## config.mk

```make
export PLATFORM = sky130hd
export DESIGN_NAME = spi_xfer_engine
export DESIGN_NICKNAME = d
export VERILOG_FILES = /design/src/rtl/spi_xfer_pkg.sv /design/src/rtl/spi_presc_reg.sv /design/src/rtl/spi_bit_timer.sv /design/src/rtl/spi_xfer_engine.sv
export SDC_FILE = /design/constraint.sdc
export NUM_CORES = 1
export LEC_CHECK = 0
export BUFFER_PORTS_ARGS = -buffer_cell sky130_fd_sc_hd__buf_4
export CAP_MARGIN = 10
export CORE_MARGIN = 4
export CORE_UTILIZATION = 40
export CTS_BUF_LIST = sky130_fd_sc_hd__clkbuf_2 sky130_fd_sc_hd__clkbuf_4 sky130_fd_sc_hd__clkbuf_8
export DETAILED_ROUTE_END_ITERATION = 16
export MAX_ROUTING_LAYER = met4
export PLACE_DENSITY_LB_ADDON = 0.05
export SKIP_LAST_GASP = 1
export SLEW_MARGIN = 20
export SYNTH_ARGS = -nofsm -noshare
export SYNTH_HDL_FRONTEND = slang
export SYNTH_HIERARCHICAL = 1
export SYNTH_SLANG_ARGS = --single-unit
```

## constraint.sdc

```tcl
create_clock -name clk -period 6 [get_ports clk]
set_clock_uncertainty 0.05 [all_clocks]
set_input_delay 0.9 -clock clk [delete_from_list [all_inputs] [get_ports clk]]
set_output_delay 0.9 -clock clk [all_outputs]
set_load 0.02 [all_outputs]
```

## src/rtl/spi_xfer_pkg.sv

```systemverilog
package spi_xfer_pkg;

    typedef enum logic [2:0] {
        ST_IDLE,
        ST_SETUP,
        ST_TX_WAIT,
        ST_TX_BITS,
        ST_RX_BITS,
        ST_RX_HOLD,
        ST_RELEASE
    } xfer_state_e;

endpackage

```

## src/rtl/spi_presc_reg.sv

```systemverilog
module spi_presc_reg #(
    parameter int PRESC_W   = 8,
    parameter int PRESC_RST = 14
) (
    input  logic               clk,
    input  logic               rst_n,
    input  logic               wr_i,
    input  logic [PRESC_W-1:0] val_i,
    input  logic               idle_i,
    output logic [PRESC_W-1:0] presc_o
);

    logic [PRESC_W-1:0] presc_d, presc_q;
    logic [PRESC_W-1:0] park_d, park_q;
    logic               pend_d, pend_q;

    always_comb begin
        presc_d = presc_q;
        park_d  = park_q;
        pend_d  = pend_q;
        if (wr_i) begin
            if (idle_i) begin
                presc_d = val_i;
                pend_d  = 1'b0;
            end else begin
                park_d  = val_i;
                pend_d  = 1'b1;
            end
        end else if (pend_q && idle_i) begin
            presc_d = park_q;
            pend_d  = 1'b0;
        end
    end

    always_ff @(posedge clk or negedge rst_n) begin
        if (!rst_n) begin
            presc_q <= PRESC_W'(PRESC_RST);
            park_q  <= '0;
            pend_q  <= 1'b0;
        end else begin
            presc_q <= presc_d;
            park_q  <= park_d;
            pend_q  <= pend_d;
        end
    end

    assign presc_o = presc_q;

endmodule

```

## src/rtl/spi_bit_timer.sv

```systemverilog
module spi_bit_timer #(
    parameter int PRESC_W = 8
) (
    input  logic               clk,
    input  logic               rst_n,
    input  logic               run_i,
    input  logic [PRESC_W-1:0] presc_i,
    output logic               sclk_o,
    output logic               sample_o,
    output logic               end_o
);

    localparam int CW = PRESC_W + 1;

    logic [CW-1:0] div;
    logic [CW-1:0] lo_len;
    logic [CW-1:0] cnt_d, cnt_q;

    // Divisor of at least two so that a clock pulse always has a high and a low half.
    assign div    = (presc_i == '0) ? CW'(2) : CW'(presc_i) + CW'(1);
    assign lo_len = div - (div >> 1);

    assign sclk_o   = run_i && (cnt_q >= lo_len);
    assign sample_o = run_i && (cnt_q == lo_len - CW'(1));
    assign end_o    = run_i && (cnt_q == div - CW'(1));

    always_comb begin
        if (!run_i || end_o) cnt_d = '0;
        else                 cnt_d = cnt_q + CW'(1);
    end

    always_ff @(posedge clk or negedge rst_n) begin
        if (!rst_n) cnt_q <= '0;
        else        cnt_q <= cnt_d;
    end

endmodule

```

## src/rtl/spi_xfer_engine.sv

```systemverilog
module spi_xfer_engine
    import spi_xfer_pkg::*;
#(
    parameter int LEN_W     = 24,
    parameter int DATA_W    = 8,
    parameter int PRESC_W   = 8,
    parameter int PRESC_RST = 14
) (
    input  logic               clk,
    input  logic               rst_n,
    input  logic               start_i,
    input  logic [LEN_W-1:0]   send_len_i,
    input  logic [LEN_W-1:0]   recv_len_i,
    output logic               busy_o,
    input  logic               presc_wr_i,
    input  logic [PRESC_W-1:0] presc_val_i,
    output logic [PRESC_W-1:0] presc_o,
    input  logic               tx_valid_i,
    input  logic [DATA_W-1:0]  tx_data_i,
    output logic               tx_ready_o,
    output logic               rx_valid_o,
    output logic [DATA_W-1:0]  rx_data_o,
    input  logic               rx_ready_i,
    output logic               sclk_o,
    output logic               cs_n_o,
    output logic               mosi_o,
    input  logic               miso_i,
    output logic               wp_n_o,
    output logic               hold_n_o
);

    localparam int BIT_W = $clog2(DATA_W);
    localparam logic [BIT_W-1:0] LAST_BIT = BIT_W'(DATA_W - 1);

    typedef struct packed {
        xfer_state_e       st;
        logic              cs_n;
        logic [LEN_W-1:0]  slen;
        logic [LEN_W-1:0]  rlen;
        logic [BIT_W-1:0]  bidx;
        logic [DATA_W-1:0] tx_sh;
        logic [DATA_W-1:0] rx_sh;
        logic [DATA_W-1:0] rx_data;
    } regs_t;

    regs_t r_d, r_q;

    logic t_run, t_sample, t_end, idle;

    assign idle  = (r_q.st == ST_IDLE);
    assign t_run = (r_q.st == ST_TX_BITS) || (r_q.st == ST_RX_BITS);

    spi_presc_reg #(
        .PRESC_W   (PRESC_W),
        .PRESC_RST (PRESC_RST)
    ) u_presc (
        .clk     (clk),
        .rst_n   (rst_n),
        .wr_i    (presc_wr_i),
        .val_i   (presc_val_i),
        .idle_i  (idle),
        .presc_o (presc_o)
    );

    spi_bit_timer #(
        .PRESC_W (PRESC_W)
    ) u_timer (
        .clk      (clk),
        .rst_n    (rst_n),
        .run_i    (t_run),
        .presc_i  (presc_o),
        .sclk_o   (sclk_o),
        .sample_o (t_sample),
        .end_o    (t_end)
    );

    always_comb begin
        r_d = r_q;
        case (r_q.st)
            ST_IDLE: begin
                if (start_i) begin
                    r_d.slen = send_len_i;
                    r_d.rlen = recv_len_i;
                    r_d.cs_n = 1'b0;
                    r_d.st   = ST_SETUP;
                end
            end
            ST_SETUP: begin
                r_d.bidx = '0;
                if (r_q.slen != '0)      r_d.st = ST_TX_WAIT;
                else if (r_q.rlen != '0) r_d.st = ST_RX_BITS;
                else                     r_d.st = ST_RELEASE;
            end
            ST_TX_WAIT: begin
                if (tx_valid_i) begin
                    r_d.tx_sh = tx_data_i;
                    r_d.bidx  = '0;
                    r_d.st    = ST_TX_BITS;
                end
            end
            ST_TX_BITS: begin
                if (t_end) begin
                    if (r_q.bidx == LAST_BIT) begin
                        r_d.slen = r_q.slen - LEN_W'(1);
                        r_d.bidx = '0;
                        if (r_q.slen != LEN_W'(1)) r_d.st = ST_TX_WAIT;
                        else if (r_q.rlen != '0)   r_d.st = ST_RX_BITS;
                        else                       r_d.st = ST_RELEASE;
                    end else begin
                        r_d.bidx  = r_q.bidx + BIT_W'(1);
                        r_d.tx_sh = {r_q.tx_sh[DATA_W-2:0], 1'b0};
                    end
                end
            end
            ST_RX_BITS: begin
                if (t_sample) r_d.rx_sh = {r_q.rx_sh[DATA_W-2:0], miso_i};
                if (t_end) begin
                    if (r_q.bidx == LAST_BIT) begin
                        r_d.rx_data = r_q.rx_sh;
                        r_d.st      = ST_RX_HOLD;
                    end else begin
                        r_d.bidx = r_q.bidx + BIT_W'(1);
                    end
                end
            end
            ST_RX_HOLD: begin
                if (rx_ready_i) begin
                    r_d.rlen = r_q.rlen - LEN_W'(1);
                    r_d.bidx = '0;
                    r_d.st   = (r_q.rlen == LEN_W'(1)) ? ST_RELEASE : ST_RX_BITS;
                end
            end
            ST_RELEASE: begin
                r_d.cs_n = 1'b1;
                r_d.st   = ST_IDLE;
            end
            default: r_d.st = ST_IDLE;
        endcase
    end

    always_ff @(posedge clk or negedge rst_n) begin
        if (!rst_n) begin
            r_q      <= '0;
            r_q.cs_n <= 1'b1;
        end else begin
            r_q <= r_d;
        end
    end

    assign busy_o     = !idle;
    assign cs_n_o     = r_q.cs_n;
    assign tx_ready_o = (r_q.st == ST_TX_WAIT);
    assign rx_valid_o = (r_q.st == ST_RX_HOLD);
    assign rx_data_o  = r_q.rx_data;
    assign mosi_o     = (r_q.st == ST_TX_BITS) ? r_q.tx_sh[DATA_W-1] : 1'b0;
    assign wp_n_o     = 1'b1;
    assign hold_n_o   = 1'b1;

endmodule

```

==> results by group, run 1 <==
Outcome
  • Status: finished clean

Floorplan
  • DIE AREA: 20800 µm²
  • Starting Density: 41.0%
  • Die H: 144 µm
  • Die W: 144 µm
  • Core footprint: 18100 µm²
  • Std cell rows: 49
  • Top Ports: 95

Timing
  • Max transition margin: 35.6%
  • Final Hold Vio Count: 0
  • Period utilization: 90.5%
  • Setup repair after global routing missed its margin: no
  • Clock period minus worst slack: 5.43 ns
  • Slew of the pin with the lowest slew margin: 0.966 ns
  • Sum Neg Setup Slack: 0 ns
  • Setup Viol. Count Final: 0
  • Hold WS: 0.434 ns
  • Fmax: 0.184 GHz
  • Final slew viol count: 0

Route
  • Top Layer Used: met4
  • DR WL/cell: 16.5 µm
  • Iter 0 DRT Violations: 358
  • Routed Antenna Nets: 0
  • WL met2: 8580 µm
  • First-pass iteration count of the detailed router: 5
  • Met3 routed WL: 776 µm
  • Drt drc: 0
  • Drt total wl: 18700 µm
  • Vias: 6453
  • M1 WL: 9120 µm
  • DR vias/cell: 5.70

GRT
  • First-pass GRT wire length: 31100 µm
  • Vias in the first global route: 6234
  • Initial antenna violation count: 0
  • GRT Overall Usage: 18.9%
  • GRT Residual Overflow: 0
  • Largest net degree at the start of global routing: 59

Place
  • GP Congestion: 0.831
  • DPL Wire Length: 13400 µm
  • Port buffer count: 92

Layout
  • Most frequent cells in the layout: dfrtp_1, buf_4, a21oi_1
  • Share of cells above drive strength 1: 18.7%
  • Nets: 1012
  • Layout area overhead: 13.5%
  • Most common cell after layout, fill and taps aside: dfrtp_1
  • N_diodes: 0

Synthesis
  • EDFF count, synth: 0
  • Synth cell types: 82
  • Synthesized area: 7440 µm²
  • Synth Register Bits: 105
  • Share of the synthesized area in the top cell type: 34.0%
  • Mapped Cells: 841
  • Mean post-synth cell area: 8.84 µm²
  • Top post-synthesis cells by area: dfrtp_1, ha_1, a21oi_1, o21ai_0, xnor2_1
  • Yosys warnings: 6
  • Sequential element share of the synthesized area: 35.4%
  • Asr flop ratio synth: 100%
  • Synth Flop Type: dfrtp_1
  • Synth area leader: dfrtp_1

Critical path
  • Startpoint Class: flip-flop
  • Setup CP Type: reg -> out
  • WP data arrival: 4.48 ns
  • Worst EP required: 5.05 ns
  • Worst-path fanout max: 7
  • Worst setup EP type: output port

Clocking
  • CTS max path bufs: 2
  • Number of setup buffers added after CTS: 0
  • Total CTS buffers: 9
  • Clock Root Buffer: clkbuf_8
  • CTS tree: done
  • # hold bufs at CTS: 0
  • Cts repair resizes: 0
  • Clk slew on worst S/H paths: 0.11 ns
  • # clock sinks: 105
  • H-tree Lvls: 3
  • Clk_lat worst skew: 0.39 ns

Power and ir drop
  • Worst IR Drop VDD: 0.264 mV
  • LEAKAGE: 0.00363 µW
  • Pwr/cell area: 558 nW/µm²

Hold path
  • Hold Crit Class: reg -> reg

Job
  • Number of max-cap violations: 0
-- cells in the mapped netlist (all sizes together) (24+ instances only) --
library cell  instances
a21oi                68
clkbuf               34
dfrtp               101
ha                   41
inv                  40
mux2                 24
nand2                60
nand3                27
nor2                 64
nor3                 36
o21ai                53
o22ai                28
xnor2                30
-- sequential cells by signal (all words and copies together), names as in the netlist --
name and flops:
r_q 70, u_timer/cnt_q 9, rx_data_o 8, u_presc/park_q 8, u_presc/presc_o 8, cs_n_o 1
u_presc/pend_q 1
-- path summary, 6_finish.rpt --
check | from | end | cells after the start | slack (ns)
min in group asynchronous | rst_n | r_q[62] | 1 | 0.48
max in group asynchronous | rst_n | u_presc/presc_o[6] | 2 | 4.19
max | u_presc/presc_o[4] | sclk_o | 18 | 0.57
min reg2reg | r_q[16] | r_q[16] | 2 | 0.43
max reg2reg | u_presc/presc_o[4] | r_q[10] | 15 | 0.97
min | r_q[16] | r_q[16] | 2 | 0.43
-- metrics by stage --
stage / worst slack (ns) / power, µW / cell area, µm² / cells / util (%)
6_report: 0.572 / 4710 / 8440 / 1133 / 46.5
5_1_grt: 0.166 / 5180 / 8440 / 1133 / 46.5
4_1_cts: 0.493 / 4740 / 8440 / 1133 / 46.5
3_5_place_dp: 0.941 / 4180 / 8210 / 1117 / 45.2
3_3_place_gp: 1.07 / 4070 / 8210 / 1117 / 45.2
2_1_floorplan: 1.11 / 3540 / 7440 / 842 / -
-- area by class of cell --
class                      count  area, µm²
fill                        1727       9710
multi-input combinational    643       4390
sequential                   105       2630
timing repair buffer          99        743
tap                          229        287
inverter                      41        154
clock buffer                  10        138
clock inverter                 6       96.3
-- metal layers --
metal / track usage (%) / vias up
met1: 26.4 / 3111
met3: 2.61 / 18
met4: 5.30 / 0
met2: 28.8 / 153
met5: - / -
li1: - / 3171
-- power breakdown --
part	switching [µW]	leakage (µW)	internal, µW
clock network	276	0.000115	253
logic	1650	0.00223	1260
registers	316	0.00128	954
-- kinds of logic (layout without fill, tap and decap cells) --
| group | count (synthesis) | after routing | synth area share (%) |
|---|---|---|---|
| DFF | 105 | 105 | 35.4 |
| xor gates and xnor gates | 46 | 46 | 5.80 |
| AOI/OAI and AO/OA | 234 | 234 | 20.2 |
| buffers and inverters | 94 | 156 | 5.65 |
| other | 1 | 2 | 0.0504 |
| and+or+nand+nor | 281 | 281 | 19.8 |
| muxes | 38 | 38 | 5.92 |
| adders and majority gates | 42 | 42 | 7.17 |
-- critical path, cell delays in order, from the launching register on --
cell and delay (ns):
dfrtp_1 0.47, nor4_2 0.38, a31oi_1 0.20, inv_1 0.09, ha_1 0.19, inv_1 0.07, fa_1 0.46, nor2b_2 0.20
o311ai_2 0.38, a211oi_1 0.13, nor2_1 0.20, xnor2_1 0.10, ha_1 0.30, a21oi_1 0.07, nor2b_1 0.23, nor3_1 0.09
a2bb2oi_1 0.16, nor3_1 0.20, buf_4 0.17
(Power assumes the default switching activity.)
==> inputs of run 2 (changes only) <==
- CORE_ASPECT_RATIO: not set -> 0.6
- clock period: 6 -> 5.32 ns (I/O delays scaled with it)
==> run 2 against run 1 <==
Against the previous run:
- global-route usage rose by 0.39 points
- via count increased by 1.8%
- first-iteration DRC count is 46% higher
- critical path depth is the same
- routed wire length up 5.2%
- sequential share of layout area is 0.92 points lower
- cell count up 3.1%
- die area increased by 0.34%
==> results by group, run 2 (synthesis results as in run 1) <==
Outcome
  • Status: finished clean

Layout
  • N_diodes: 0 (unchanged)
  • Largest regs: r_q x70, u_timer/cnt_q x9
  • Largest Register: r_q
  • Most frequent cells in the layout: buf_4, dfrtp_1, a21oi_1
  • Share of cells above drive strength 1: 22.7% (+4.0 points)
  • Layout area overhead: 17.2%
  • Layout Utilization: 48.0% (+1.5 points)
  • # fillers: 1734 (+0.41%)
  • Multi-input gate area: 4490 µm² (+2.3%)
  • Post-route cell area: 8720 µm² (+3.3%)
  • Most common cell after layout, fill and taps aside: buf_4
  • Max reg flops: 70 (unchanged)
  • Register area: 2640 µm² (+0.24%)
  • Nets: 1036 (+2.4%)

Place
  • Setup WS pre-CTS: 0.268 ns (-0.673 ns)
  • GP Congestion: 0.874 (+5.2%)
  • Placed Area: 8270 µm² (+0.81%)
  • DPL Wire Length: 14200 µm (+6.2%)
  • Port buffer count: 92 (unchanged)

Floorplan
  • Die W: 184 µm (+27%)
  • Std cell rows: 38 (-22%)
  • Core footprint: 18200 µm² (about the same)
  • Top Ports: 95 (unchanged)
  • Starting Density: 40.9% (about the same)
  • Die H: 114 µm (-21%)
  • DIE AREA: 20900 µm² (+0.34%)

GRT
  • M3 GR Usage: 3.09% (+0.48 points)
  • Initial antenna violation count: 0 (unchanged)
  • Grt peak-use layer: met1
  • Largest net degree at the start of global routing: 76 (+29%)
  • Met2 Use GR: 26.0% (-2.8 points)
  • GRT Overall Usage: 19.3% (+0.39 points)
  • Vias in the first global route: 6181 (-0.85%)
  • GRT met1 Usage: 30.0% (+3.6 points)
  • GRT Residual Overflow: 0 (unchanged)
  • First-pass GRT wire length: 31900 µm (+2.5%)

Clocking
  • # clock sinks: 105 (unchanged)
  • # hold bufs at CTS: 0 (unchanged)
  • CTS max path bufs: 2 (unchanged)
  • Total CTS buffers: 9 (unchanged)
  • H-tree Lvls: 3 (unchanged)
  • Clock Root Buffer: clkbuf_8
  • CTS tree: done
  • Clk slew on worst S/H paths: 0.12 ns (about the same)
  • Clk_lat worst skew: 0.39 ns (about the same)

Critical path
  • Setup CP Type: reg -> out
  • Worst-path fanout max: 6 (-1)
  • Worst EP required: 4.47 ns (-0.58 ns)
  • Worst setup EP type: output port
  • WP data arrival: 4.22 ns (-0.26 ns)
  • Startpoint Class: flip-flop

Route
  • Iter 0 DRT Violations: 521 (+46%)
  • First-pass iteration count of the detailed router: 5 (unchanged)
  • Routed Antenna Nets: 0 (unchanged)
  • Drt drc: 0 (unchanged)
  • Drt total wl: 19700 µm (+5.2%)
  • Vias: 6569 (+1.8%)
  • DR WL/cell: 16.9 µm (+2.1%)
  • DR vias/cell: 5.62 (-1.3%)

Timing
  • Fmax: 0.197 GHz
  • Final Hold Vio Count: 0 (unchanged)
  • Period utilization: 95.2%
  • Clock period minus worst slack: 5.06 ns
  • PnR worst setup slack: 0.255 ns (-0.316 ns)
  • Hold WS: 0.358 ns (-0.0757 ns)
  • Final slew viol count: 0 (unchanged)
  • Setup Viol. Count Final: 0 (unchanged)
  • Slew of the pin with the lowest slew margin: 0.938 ns (-0.0282 ns)
  • Max transition margin: 36.9% (+1.3 points)

Hold path
  • Hold Crit Class: in -> async

Job
  • Number of max-cap violations: 0 (unchanged)

Power and ir drop
  • LEAKAGE: 0.00374 µW (+3.2%)
  • Pwr/cell area: 642 nW/µm² (+15%)
  • Worst IR Drop VDD: 0.394 mV (+49%)
[run 2: per-layer routing]
metal  share of wire (%)  wire, µm
met1                  53     10500
met2                  41      8110
met3                 4.2       817
met4                 1.5       289
met5                   0         0
[run 2: worst paths after layout]
| check | endpoint | slack (ns) | startpoint | cells past startpoint |
|---|---|---|---|---|
| worst max-delay path | sclk_o | 0.26 | u_presc/presc_o[0] | 18 |
| worst min-delay path | r_q[37] | 0.36 | rst_n | 1 |
| worst max register to register | r_q[14] | 0.35 | u_presc/presc_o[0] | 16 |
| worst min register to register | r_q[16] | 0.42 | r_q[16] | 2 |
| max in group asynchronous | r_q[16] | 3.93 | rst_n | 2 |
| min in group clk | r_q[16] | 0.42 | r_q[16] | 2 |
[run 2: critical path, cell delays in order (launching register included)]
cell and delay, ns:
dfrtp_2 0.47, buf_4 0.15, ha_1 0.24, xnor2_1 0.16, a31oi_2 0.23, inv_1 0.15, ha_1 0.46, nor2b_4 0.09
o311ai_4 0.33, a211oi_2 0.13, nor2_2 0.17, xnor2_1 0.13, ha_1 0.25, a21oi_1 0.18, nor2b_2 0.08, nor3_1 0.19
a2bb2oi_2 0.18, nor3_2 0.06, buf_4 0.16
[run 2: metrics by stage]
step	total power, µW	instances	TNS, ns
after detailed placement	4770	1135	0
final	5600	1168	0
after floorplan	3990	842	0
after global routing	6120	1168	-0.0850
after CTS	5380	1152	0
after global placement	4660	1135	0
[run 2: where the power goes]
group / total [µW] / internal (µW) / switching, µW
clock: 518 / 189 / 329
combinational: 3640 / 1620 / 2020
sequential: 1440 / 1080 / 359
[run 2: repair_timing]
action | CTS | global route
hold endpoints to repair | 0 | 0
pin swaps | 1 | 7
setup endpoints to repair | 1 | 1
buffers inserted | 1 | 16
resized for setup | 7 | 16
[run 2: final cells by class]
class                           instances  share of cell area [%]
Clock buffer                            9                    1.42
Clock inverter                          7                   0.947
Inverter                               41                    1.77
Timing Repair Buffer                  123                    10.6
Tap cell                              240                    3.44
Sequential cell                       105                    30.3
Multi-Input combinational cell        643                    51.5
==> inputs of run 3 (changes only) <==
- CORE_ASPECT_RATIO: 0.6 -> not set
==> run 3 against run 2 <==
Against the previous run:
- hold slack better by 0.074 ns
- core utilization down 0.74 points
- sequential share of layout area up 0.50 points
- sequential cell count unchanged
- non-clock buffer count down 13
- critical endpoint unchanged
- clock power up 11%
==> results by group, run 3 (synthesis results as in run 1) <==
GRT
  • GRT Residual Overflow: 0 (unchanged)
  • GRT Overall Usage: 19.0% (-0.32 points)
  • Largest net degree at the start of global routing: 69 (-9.2%)
  • Initial antenna violation count: 0 (unchanged)
  • Vias in the first global route: 6327 (+2.4%)
  • First-pass GRT wire length: 31400 µm (-1.6%)

Hold path
  • Worst min-delay path endpoint: r_q[16]
  • WHS Path Cells: 2
  • Hold Crit Class: reg -> reg
  • Worst Hold Launch: r_q[16]

Timing
  • Clock period minus worst slack: 5.09 ns (+0.0210 ns)
  • PnR worst setup slack: 0.234 ns (-0.0210 ns)
  • Final Hold Vio Count: 0 (unchanged)
  • Setup Viol. Count Final: 0 (unchanged)
  • Sum Neg Setup Slack: 0 ns (unchanged)
  • Max transition margin: 31.5% (-5.4 points)
  • Period utilization: 95.6% (+0.40 points)
  • Slew of the pin with the lowest slew margin: 1.02 ns (+0.0807 ns)
  • Final slew viol count: 0 (unchanged)
  • Fmax: 0.197 GHz (-0.41%)

Floorplan
  • Core footprint: 18100 µm² (about the same)
  • Std cell rows: 49 (+29%)
  • Starting Density: 41.0% (about the same)
  • DIE AREA: 20800 µm² (-0.34%)
  • Die W: 144 µm (-22%)
  • Top Ports: 95 (unchanged)
  • Die H: 144 µm (+27%)

Layout
  • Layout Utilization: 47.3% (-0.74 points)
  • N_diodes: 0 (unchanged)
  • Layout area overhead: 15.3%
  • Nets: 1023 (-1.3%)
  • Largest Register: r_q
  • Most frequent cells in the layout: buf_4, dfrtp_1, a21oi_1
  • Share of cells above drive strength 1: 20.9% (-1.9 points)
  • Max reg flops: 70 (unchanged)
  • Final non-filler cell total: 1144 (-2.1%)
  • Largest regs: r_q x70, u_timer/cnt_q x9
  • Most common cell after layout, fill and taps aside: buf_4

Clocking
  • CTS tree: done
  • Total CTS buffers: 9 (unchanged)
  • # clock sinks: 105 (unchanged)
  • Clock Root Buffer: clkbuf_8
  • CTS max path bufs: 2 (unchanged)
  • Clk slew on worst S/H paths: 0.11 ns (about the same)
  • # hold bufs at CTS: 0 (unchanged)
  • Clk_lat worst skew: 0.39 ns (about the same)
  • H-tree Lvls: 3 (unchanged)

Critical path
  • Startpoint Class: flip-flop
  • Reg2reg start: u_presc/presc_o[7]
  • WP data arrival: 4.24 ns (+0.02 ns)
  • Crit. path cell count: 18 (unchanged)
  • Worst r2r path cells: 16 (unchanged)
  • Setup CP Type: reg -> out
  • Worst path slowest cell: fa_1
  • Worst-path fanout max: 3 (-3)
  • R2R setup slack: 0.36 ns (about the same)
  • Slowest Stage Delay on Critical Path: 0.47 ns (about the same)
  • CP Cell Sequence: nor4_4 > a31oi_2 > inv_1 > ha_2 > inv_1 > fa_1 > nor2b_2 > o311ai_4 > a211oi_1 > nor2_1 > xnor2_1 > ha_1 > a21oi_2 > nor2b_2 > nor3_1 > a2bb2oi_1 > nor3_1 > buf_4
  • Worst setup EP type: output port
  • Critical path's top delay family: simple AND/OR/NAND/NOR gates
  • Crit Reg-Reg Endpoint: r_q[14]
  • Crit path buf inv count: 3 (unchanged)
  • Worst EP required: 4.47 ns (about the same)

Route
  • Iter 0 DRT Violations: 355 (-32%)
  • DR WL/cell: 16.7 µm (-1.0%)
  • Vias: 6438 (-2.0%)
  • Routed Antenna Nets: 0 (unchanged)
  • First-pass iteration count of the detailed router: 4 (-1)
  • Drt total wl: 19100 µm (-3.1%)
  • Drt drc: 0 (unchanged)
  • DR vias/cell: 5.63 (about the same)

Place
  • Port buffer count: 92 (unchanged)
  • GP Congestion: 0.869 (-0.58%)
  • DPL Wire Length: 13700 µm (-3.6%)
  • Cells after DPL: 1119 (-1.4%)
  • Setup WS pre-CTS: 0.253 ns (-0.0152 ns)

Power and ir drop
  • LEAKAGE: 0.00368 µW (-1.7%)
  • Pwr/cell area: 637 nW/µm² (-0.69%)
  • Total chip power: 5470 µW (-2.3%)
  • Worst IR Drop VDD: 0.269 mV (-32%)

Job
  • Number of max-cap violations: 0 (unchanged)

Outcome
  • Status: finished clean
==> run 3: metrics by stage <==
stage | cell area [µm²] | hold slack, ns
finish | 8580 | 0.432
global route | 8580 | 0.464
CTS | 8460 | 0.432
detailed placement | 8220 | 0.410
global placement | 8220 | 0.403
floorplan | 7440 | 0.388
==> run 3: area by class of cell <==
cell class,count,area [µm²]
clock buffers,10,131
clock inverters,6,91.3
fillers,1740,9570
inverters,41,154
multi-input cells,643,4450
flip-flops and latches,105,2640
well taps,229,287
repair buffers,110,826
==> run 3: worst max path at each step <==
stage	endpoint	slack, ns	from
floorplan	sclk_o	0.53	u_presc/presc_o[4]
global placement	r_q[15]	0.49	u_presc/presc_o[1]
detailed placement	r_q[10]	0.25	u_presc/presc_o[4]
CTS	sclk_o	0.03	u_presc/presc_o[4]
global route	sclk_o	-0.06	u_presc/presc_o[7]
finish	sclk_o	0.23	u_presc/presc_o[7]
==> run 3: power breakdown <==
group | internal [µW] | total (µW) | leakage [µW] | switching, µW
clock network | 273 | 576 | 0.000108 | 303
registers | 1080 | 1430 | 0.00127 | 349
logic | 1530 | 3460 | 0.00230 | 1930
total | 2880 | 5470 | 0.00368 | 2590
==> run 3: metal layers <==
layer	up-vias	part of all wire, %	global-route usage [%]
li1	3200	-	-
met4	0	1.4	4.81
met2	129	46	29.5
met5	-	0	-
met1	3082	48	26.0
met3	27	4.0	3.11
==> run 3: worst reg2reg max path, stage by stage (launching register included) <==
cell and delay [ns]:
dfrtp_2 0.45, nor4_4 0.38, a31oi_2 0.18, inv_1 0.10, ha_2 0.19, inv_1 0.06
fa_1 0.47, nor2b_2 0.21, o311ai_4 0.30, buf_4 0.17, a21oi_1 0.07, a2111oi_2 0.53
nand4_1 0.18, xnor2_1 0.17, a2111oi_2 0.50, and3_1 0.46, mux2_2 0.38
==> run 3: repair_timing <==
action / 4_1_cts / 5_1_grt
gates resized for setup: 2 / 12
pin swaps: 0 / 4
setup buffers: 0 / 9
endpoints found under the setup margin: 1 / 1
